File: src/rtl/dma_reg_pkg.sv
package dma_reg_pkg;
  localparam int NUM_CH   = 4;
  localparam int WORD_W   = 16;
  localparam int DATA_W   = 8;
  localparam int OFF_W    = 4;
  localparam int CH_SEL_W = $clog2(NUM_CH);

  typedef enum logic [1:0] {RD_NONE, RD_ADDR, RD_CNT, RD_STATUS} rdKind_t;

  typedef struct packed {
    logic [NUM_CH-1:0]   addrSel;
    logic [NUM_CH-1:0]   cntSel;
    logic                ptrToggle;
    logic                ptrClear;
    logic                maskSingle;
    logic                modeLoad;
    logic                masterClr;
    logic                unmaskAll;
    logic                maskLoadAll;
    logic                statusRead;
    rdKind_t             rdKind;
    logic [CH_SEL_W-1:0] rdChan;
  } regStrobe_t;
endpackage

File: src/rtl/dma_reg_ctrl.sv
module dma_reg_ctrl
  import dma_reg_pkg::*;
(
  input  logic [OFF_W-1:0] regOffset,
  input  logic             wrEn,
  input  logic             rdEn,
  output regStrobe_t       stb
);
  logic wrOp, rdOp, isWordReg;
  logic [CH_SEL_W-1:0] chanIdx;

  always_comb begin
    wrOp      = wrEn;
    rdOp      = rdEn & ~wrEn;
    isWordReg = ~regOffset[OFF_W-1];
    chanIdx   = regOffset[CH_SEL_W:1];

    stb             = '0;
    stb.rdKind      = RD_NONE;
    stb.rdChan      = chanIdx;
    stb.ptrToggle   = isWordReg & (wrOp | rdOp);
    stb.ptrClear    = (regOffset == 4'hC) & (wrOp | rdOp);
    stb.maskSingle  = wrOp & (regOffset == 4'hA);
    stb.modeLoad    = wrOp & (regOffset == 4'hB);
    stb.masterClr   = wrOp & (regOffset == 4'hD);
    stb.unmaskAll   = wrOp & (regOffset == 4'hE);
    stb.maskLoadAll = wrOp & (regOffset == 4'hF);
    stb.statusRead  = rdOp & (regOffset == 4'h8);

    if (wrOp && isWordReg) begin
      stb.addrSel[chanIdx] = ~regOffset[0];
      stb.cntSel[chanIdx]  = regOffset[0];
    end

    if (rdOp) begin
      if (isWordReg)                stb.rdKind = regOffset[0] ? RD_CNT : RD_ADDR;
      else if (regOffset == 4'h8)   stb.rdKind = RD_STATUS;
    end
  end
endmodule

File: src/rtl/dma_reg_dp.sv
module dma_reg_dp
  import dma_reg_pkg::*;
(
  input  logic                     clk,
  input  logic                     rstN,
  input  regStrobe_t               stb,
  input  logic [DATA_W-1:0]        wrData,
  input  logic                     forceIncr,
  input  logic [NUM_CH-1:0]        tcPulse,
  input  logic [NUM_CH-1:0]        reqLevel,
  output logic [DATA_W-1:0]        rdData,
  output logic [NUM_CH-1:0]        chanMask,
  output logic [NUM_CH-1:0]        chanAutoInit,
  output logic [NUM_CH-1:0]        chanDecr,
  output logic [NUM_CH*WORD_W-1:0] baseAddr,
  output logic [NUM_CH*WORD_W-1:0] curAddr,
  output logic [NUM_CH*WORD_W-1:0] baseCount,
  output logic [NUM_CH*WORD_W-1:0] curCount
);
  logic              ptrHigh;
  logic [NUM_CH-1:0] tcFlag;

  always_ff @(posedge clk or negedge rstN) begin
    if (!rstN)                              ptrHigh <= 1'b0;
    else if (stb.masterClr || stb.ptrClear) ptrHigh <= 1'b0;
    else if (stb.ptrToggle)                 ptrHigh <= ~ptrHigh;
  end

  for (genvar c = 0; c < NUM_CH; c++) begin : g_chan
    logic [WORD_W-1:0] bAddr, cAddr, bCnt, cCnt;
    logic hitData;
    assign hitData = (wrData[CH_SEL_W-1:0] == CH_SEL_W'(c));

    always_ff @(posedge clk or negedge rstN) begin
      if (!rstN) begin
        bAddr <= '0; cAddr <= '0; bCnt <= '0; cCnt <= '0;
      end else begin
        if (stb.addrSel[c]) begin
          if (ptrHigh) begin
            bAddr[15:8] <= wrData; cAddr[15:8] <= wrData;
          end else begin
            bAddr[7:0] <= wrData;  cAddr[7:0] <= wrData;
          end
        end
        if (stb.cntSel[c]) begin
          if (ptrHigh) begin
            bCnt[15:8] <= wrData; cCnt[15:8] <= wrData;
          end else begin
            bCnt[7:0] <= wrData;  cCnt[7:0] <= wrData;
          end
        end
      end
    end

    always_ff @(posedge clk or negedge rstN) begin
      if (!rstN)                         chanMask[c] <= 1'b1;
      else if (stb.masterClr)            chanMask[c] <= 1'b1;
      else if (stb.unmaskAll)            chanMask[c] <= 1'b0;
      else if (stb.maskLoadAll)          chanMask[c] <= wrData[c];
      else if (stb.maskSingle && hitData) chanMask[c] <= wrData[2];
    end

    always_ff @(posedge clk or negedge rstN) begin
      if (!rstN) begin
        chanAutoInit[c] <= 1'b0;
        chanDecr[c]     <= 1'b0;
      end else if (stb.modeLoad && hitData) begin
        chanAutoInit[c] <= wrData[4];
        chanDecr[c]     <= wrData[5] & ~forceIncr;
      end
    end

    always_ff @(posedge clk or negedge rstN) begin
      if (!rstN)               tcFlag[c] <= 1'b0;
      else if (stb.masterClr)  tcFlag[c] <= 1'b0;
      else if (tcPulse[c])     tcFlag[c] <= 1'b1;
      else if (stb.statusRead) tcFlag[c] <= 1'b0;
    end

    assign baseAddr[c*WORD_W +: WORD_W]  = bAddr;
    assign curAddr[c*WORD_W +: WORD_W]   = cAddr;
    assign baseCount[c*WORD_W +: WORD_W] = bCnt;
    assign curCount[c*WORD_W +: WORD_W]  = cCnt;
  end

  logic [WORD_W-1:0] selWord;
  always_comb begin
    selWord = (stb.rdKind == RD_CNT) ? curCount[stb.rdChan*WORD_W +: WORD_W]
                                     : curAddr[stb.rdChan*WORD_W +: WORD_W];
    case (stb.rdKind)
      RD_ADDR, RD_CNT: rdData = ptrHigh ? selWord[15:8] : selWord[7:0];
      RD_STATUS:       rdData = {reqLevel, tcFlag};
      default:         rdData = '1;
    endcase
  end
endmodule

File: src/rtl/dma_regfile.sv
module dma_regfile
  import dma_reg_pkg::*;
(
  input  logic                     clk,
  input  logic                     rstN,
  input  logic [OFF_W-1:0]         regOffset,
  input  logic                     wrEn,
  input  logic                     rdEn,
  input  logic [DATA_W-1:0]        wrData,
  output logic [DATA_W-1:0]        rdData,
  input  logic                     forceIncr,
  input  logic [NUM_CH-1:0]        tcPulse,
  input  logic [NUM_CH-1:0]        reqLevel,
  output logic [NUM_CH-1:0]        chanMask,
  output logic [NUM_CH-1:0]        chanAutoInit,
  output logic [NUM_CH-1:0]        chanDecr,
  output logic [NUM_CH*WORD_W-1:0] baseAddr,
  output logic [NUM_CH*WORD_W-1:0] curAddr,
  output logic [NUM_CH*WORD_W-1:0] baseCount,
  output logic [NUM_CH*WORD_W-1:0] curCount
);
  regStrobe_t stb;

  dma_reg_ctrl u_ctrl (
    .regOffset(regOffset), .wrEn(wrEn), .rdEn(rdEn), .stb(stb)
  );

  dma_reg_dp u_dp (
    .clk(clk), .rstN(rstN), .stb(stb), .wrData(wrData),
    .forceIncr(forceIncr), .tcPulse(tcPulse), .reqLevel(reqLevel),
    .rdData(rdData), .chanMask(chanMask), .chanAutoInit(chanAutoInit),
    .chanDecr(chanDecr), .baseAddr(baseAddr), .curAddr(curAddr),
    .baseCount(baseCount), .curCount(curCount)
  );
endmodule

File: config.mk
export PLATFORM = sky130hd
export DESIGN_NAME = dma_regfile
export DESIGN_NICKNAME = d
export VERILOG_FILES = /design/src/rtl/dma_reg_pkg.sv /design/src/rtl/dma_reg_ctrl.sv /design/src/rtl/dma_reg_dp.sv /design/src/rtl/dma_regfile.sv
export SDC_FILE = /design/constraint.sdc
export NUM_CORES = 1
export LEC_CHECK = 0
export CORE_ASPECT_RATIO = 1.1
export CORE_MARGIN = 4
export CORE_UTILIZATION = 58
export DETAILED_ROUTE_END_ITERATION = 8
export DONT_BUFFER_PORTS = 1
export PLACE_DENSITY = 0.87
export SYNTH_ARGS = -nofsm -noshare
export SYNTH_HDL_FRONTEND = slang
export SYNTH_SLANG_ARGS = --single-unit
File: constraint.sdc
create_clock -name clk -period 2.67 [get_ports clk]
set_input_delay 0.267 -clock clk [delete_from_list [all_inputs] [get_ports clk]]
set_output_delay 0.267 -clock clk [all_outputs]
set_load 0.05 [all_outputs]
==> flow_summary.toml <==
[power]
power_frac_comb = 0.530
power_density_mw_per_mm2 = 1310
p_leak_nw = 4.23
switching_share = 0.532
ir_drop_v = 0.000945
p_int_mw = 5.53
finalPower_mw = 11.8
clock_power_share = 0.201
seqPwrFrac = 0.269
p_switching_mw = 6.30

[yosys]
syn_area_sq_mm = 0.00794
yosysSeqAreaShare = 0.457
ys_types = 41
synth_edf_count = 0
synth_cells = 635
synthFlopType = "dfrtp_1"
syn_avg_cell_area_sq_um = 12.5
synth_nets = 663
yosys_warnings = 0
synth-async-reset-ratio = 1.00
ys_ff_latch = 145

[worst_setup_path]
cp.arrival_ns = 2.38
reg2reg_from = "u_dp.ptrHigh"
critPathMaxFanout = 57
cp-start-kind = "primary input"
r2r_slack_ns = 0.47
r2r_cells = 4
path_class = "in -> out"
reg2reg_to = "u_dp.g_chan[1].bCnt[13]"
crit_required_ns = 2.40
crit_path_end_kind = "output port"

[job]
drv_cap = 0

[final_layout]
drive_above_1_share = 0.525
stdcell_area_sq_mm = 0.00899
nFillCells = 941
mostFrequentLayoutCell = "buf_4"
syn_to_final_growth_pct = 13.2
instances_no_fill = 860
final_nets = 689
final_cell_mix = "142 x buf_4, 141 x dfrtp_1, 131 x mux2_2"

[sta]
slew_violations = 0
holdWs_ns = -0.453
fin_crit_sh = 0.990
fin_skew_ns = 0.00641
max_freq_mhz = 378
setup_viol = 0
worstMarginPinSlew_ns = 0.922
maxSlewHeadroom = 0.383
rsz0062_at_grt = "no"
min_period_ns = 2.64
hold_viol = 145

[outcome]
status = "finished with violations"
violations = "hold timing"

[drt]
routed_wl_mm = 24.6
ant_nets = 0
drtPass1Iterations = 6
wl_per_cell_microns = 28.6
drc_errors = 0
vias = 5373
drt-initial-drc-count = 546
post_drt_via_cell_ratio = 6.25

[grt]
grt_max_degree = 146
grtUsageTotal = 0.314
grt_pass1_wl_mm = 35.5
grt_pass1_vias = 5607
overflow = 0
grt_antenna_before_repair = 1

[cts]
tritoncts = "yes"
clk_path_buf_depth = 2
cts-root-buf = "clkbuf_16"
clk_latency_ns = 0.42
cts.sink_count = 145
clk_pin_slew_ns = 0.06
htreeDepth = 4
numCtsBuffers = 17

[floorplanning]
core-area_sq_mm = 0.0133
die_y_microns = 131
die_w_microns = 120
rows = 44
start_util = 0.596
io_pins = 301
die_area_sq_mm = 0.0156

[place]
port-buffer-count = 0
gp_congestion = 0.926
place_area_sq_mm = 0.00814
dp_cells = 800
dpl.hpwl_mm = 16.4

[hold_path]
hp-class = "in -> async"
## registers in the layout (all words and copies together) (netlist names)
name and flops:
u_dp.g_chan.bAddr 40, u_dp.chanDecr 4, u_dp.g_chan.cAddr 24, u_dp.chanAutoInit 4, u_dp.ptrHigh 1, u_dp.g_chan.cCnt 16, u_dp.g_chan.bCnt 48, u_dp.tcFlag 4
u_dp.chanMask 4
## kinds of logic after synthesis
kind of cell / synth area share
multiplexers: 0.299
buffers and inverters: 0.143
flip-flops: 0.457
AND/OR/NAND/NOR: 0.0605
AO/OA/AOI/OAI: 0.0351
adder cells (fa/ha/maj): 0.00473
## critical path: stages
cell and delay (ns):
nor2_4 0.15, nand2_1 0.06, mux2i_1 0.16, nor2b_2 0.20, ha_2 0.20, buf_4 0.25, mux4_2 0.35, mux2i_1 0.27
o211ai_1 0.15, buf_4 0.22
## power groups by stage
stage          Combinational [mW]  Sequential [mW]  Clock [mW]
5_1_grt                      6.45             3.24        2.50
4_1_cts                      6.26             3.18        2.39
3_5_place_dp                 6.20             3.20           0
2_1_floorplan                3.62             5.21           0
3_3_place_gp                 6.11             3.15           0
6_report                     6.27             3.18        2.37
## stage by stage
step,util,TNS (ns),hold WS [ns],setup WS [ns]
after floorplan,-,-1.08,-0.0286,-0.155
after global placement,0.611,0,-0.0233,0.203
after detailed placement,0.611,0,-0.0239,0.147
after CTS,0.669,0,-0.471,0.129
after global routing,0.675,0,-0.477,0.0374
final,0.675,0,-0.453,0.0268
## cell usage after synthesis (2+ instances only)
cell type	instances	area [sq um]
a21o_1	3	22.5
a21oi_1	16	80.1
a22oi_1	8	60.1
buf_1	4	15.0
buf_2	8	40.0
buf_4	131	983
buf_6	2	22.5
clkbuf_1	16	60.1
dfrtp_1	141	3530
dfstp_2	4	105
ha_1	3	37.5
inv_1	3	11.3
mux2_2	131	1480
mux2_4	8	120
mux2i_1	42	420
mux4_2	16	360
nand2_1	15	56.3
nand2_2	8	50.1
nand2b_1	7	43.8
nand3_1	9	45.0
nand4_1	8	50.1
nor2_1	11	41.3
nor2_2	2	12.5
nor2b_1	6	37.5
nor3_1	3	15.0
nor4_4	2	42.5
o211ai_1	9	67.6
o21ai_0	5	25.0
or3_1	2	12.5
## repair_timing
item,in CTS,in global routing
setup endpoints to repair,0,1
hold buffers,19,7
resized for setup,0,1
hold endpoints to repair,255,153
setup buffers,0,0
## how the worst max path moves through the flow
| stage | slack, ns | depth (start not counted) | start | to |
|---|---|---|---|---|
| global placement | 0.20 | 11 | regOffset[1] | rdData[6] |
| finish | 0.03 | 10 | regOffset[2] | rdData[1] |
| CTS | 0.13 | 11 | regOffset[1] | rdData[4] |
| floorplan | -0.15 | 12 | regOffset[2] | rdData[0] |
| global route | 0.04 | 10 | regOffset[2] | rdData[0] |
| detailed placement | 0.15 | 11 | regOffset[1] | rdData[6] |
## per-layer routing
layer / share of wire / vias up / track usage / wire (microns)
li1: - / 2186 / - / -
met1: 0.36 / 2713 / 0.359 / 8780
met2: 0.51 / 399 / 0.555 / 12700
met3: 0.090 / 75 / 0.0878 / 2210
met4: 0.039 / 0 / 0.138 / 966
met5: 0 / - / 0 / 0
## area by class of cell
| class | instances | area (sq um) | share of cell area |
|---|---|---|---|
| Antenna cell | 2 | 5.00 | 0.000556 |
| Timing Repair Buffer | 168 | 1330 | 0.147 |
| Inverter | 4 | 15.0 | 0.00167 |
| Clock inverter | 13 | 136 | 0.0152 |
| Multi-Input combinational cell | 325 | 3200 | 0.355 |
| Clock buffer | 19 | 453 | 0.0504 |
| Tap cell | 184 | 230 | 0.0256 |
| Sequential cell | 145 | 3630 | 0.404 |
No activity file was read; power rests on OpenSTA's default activity.
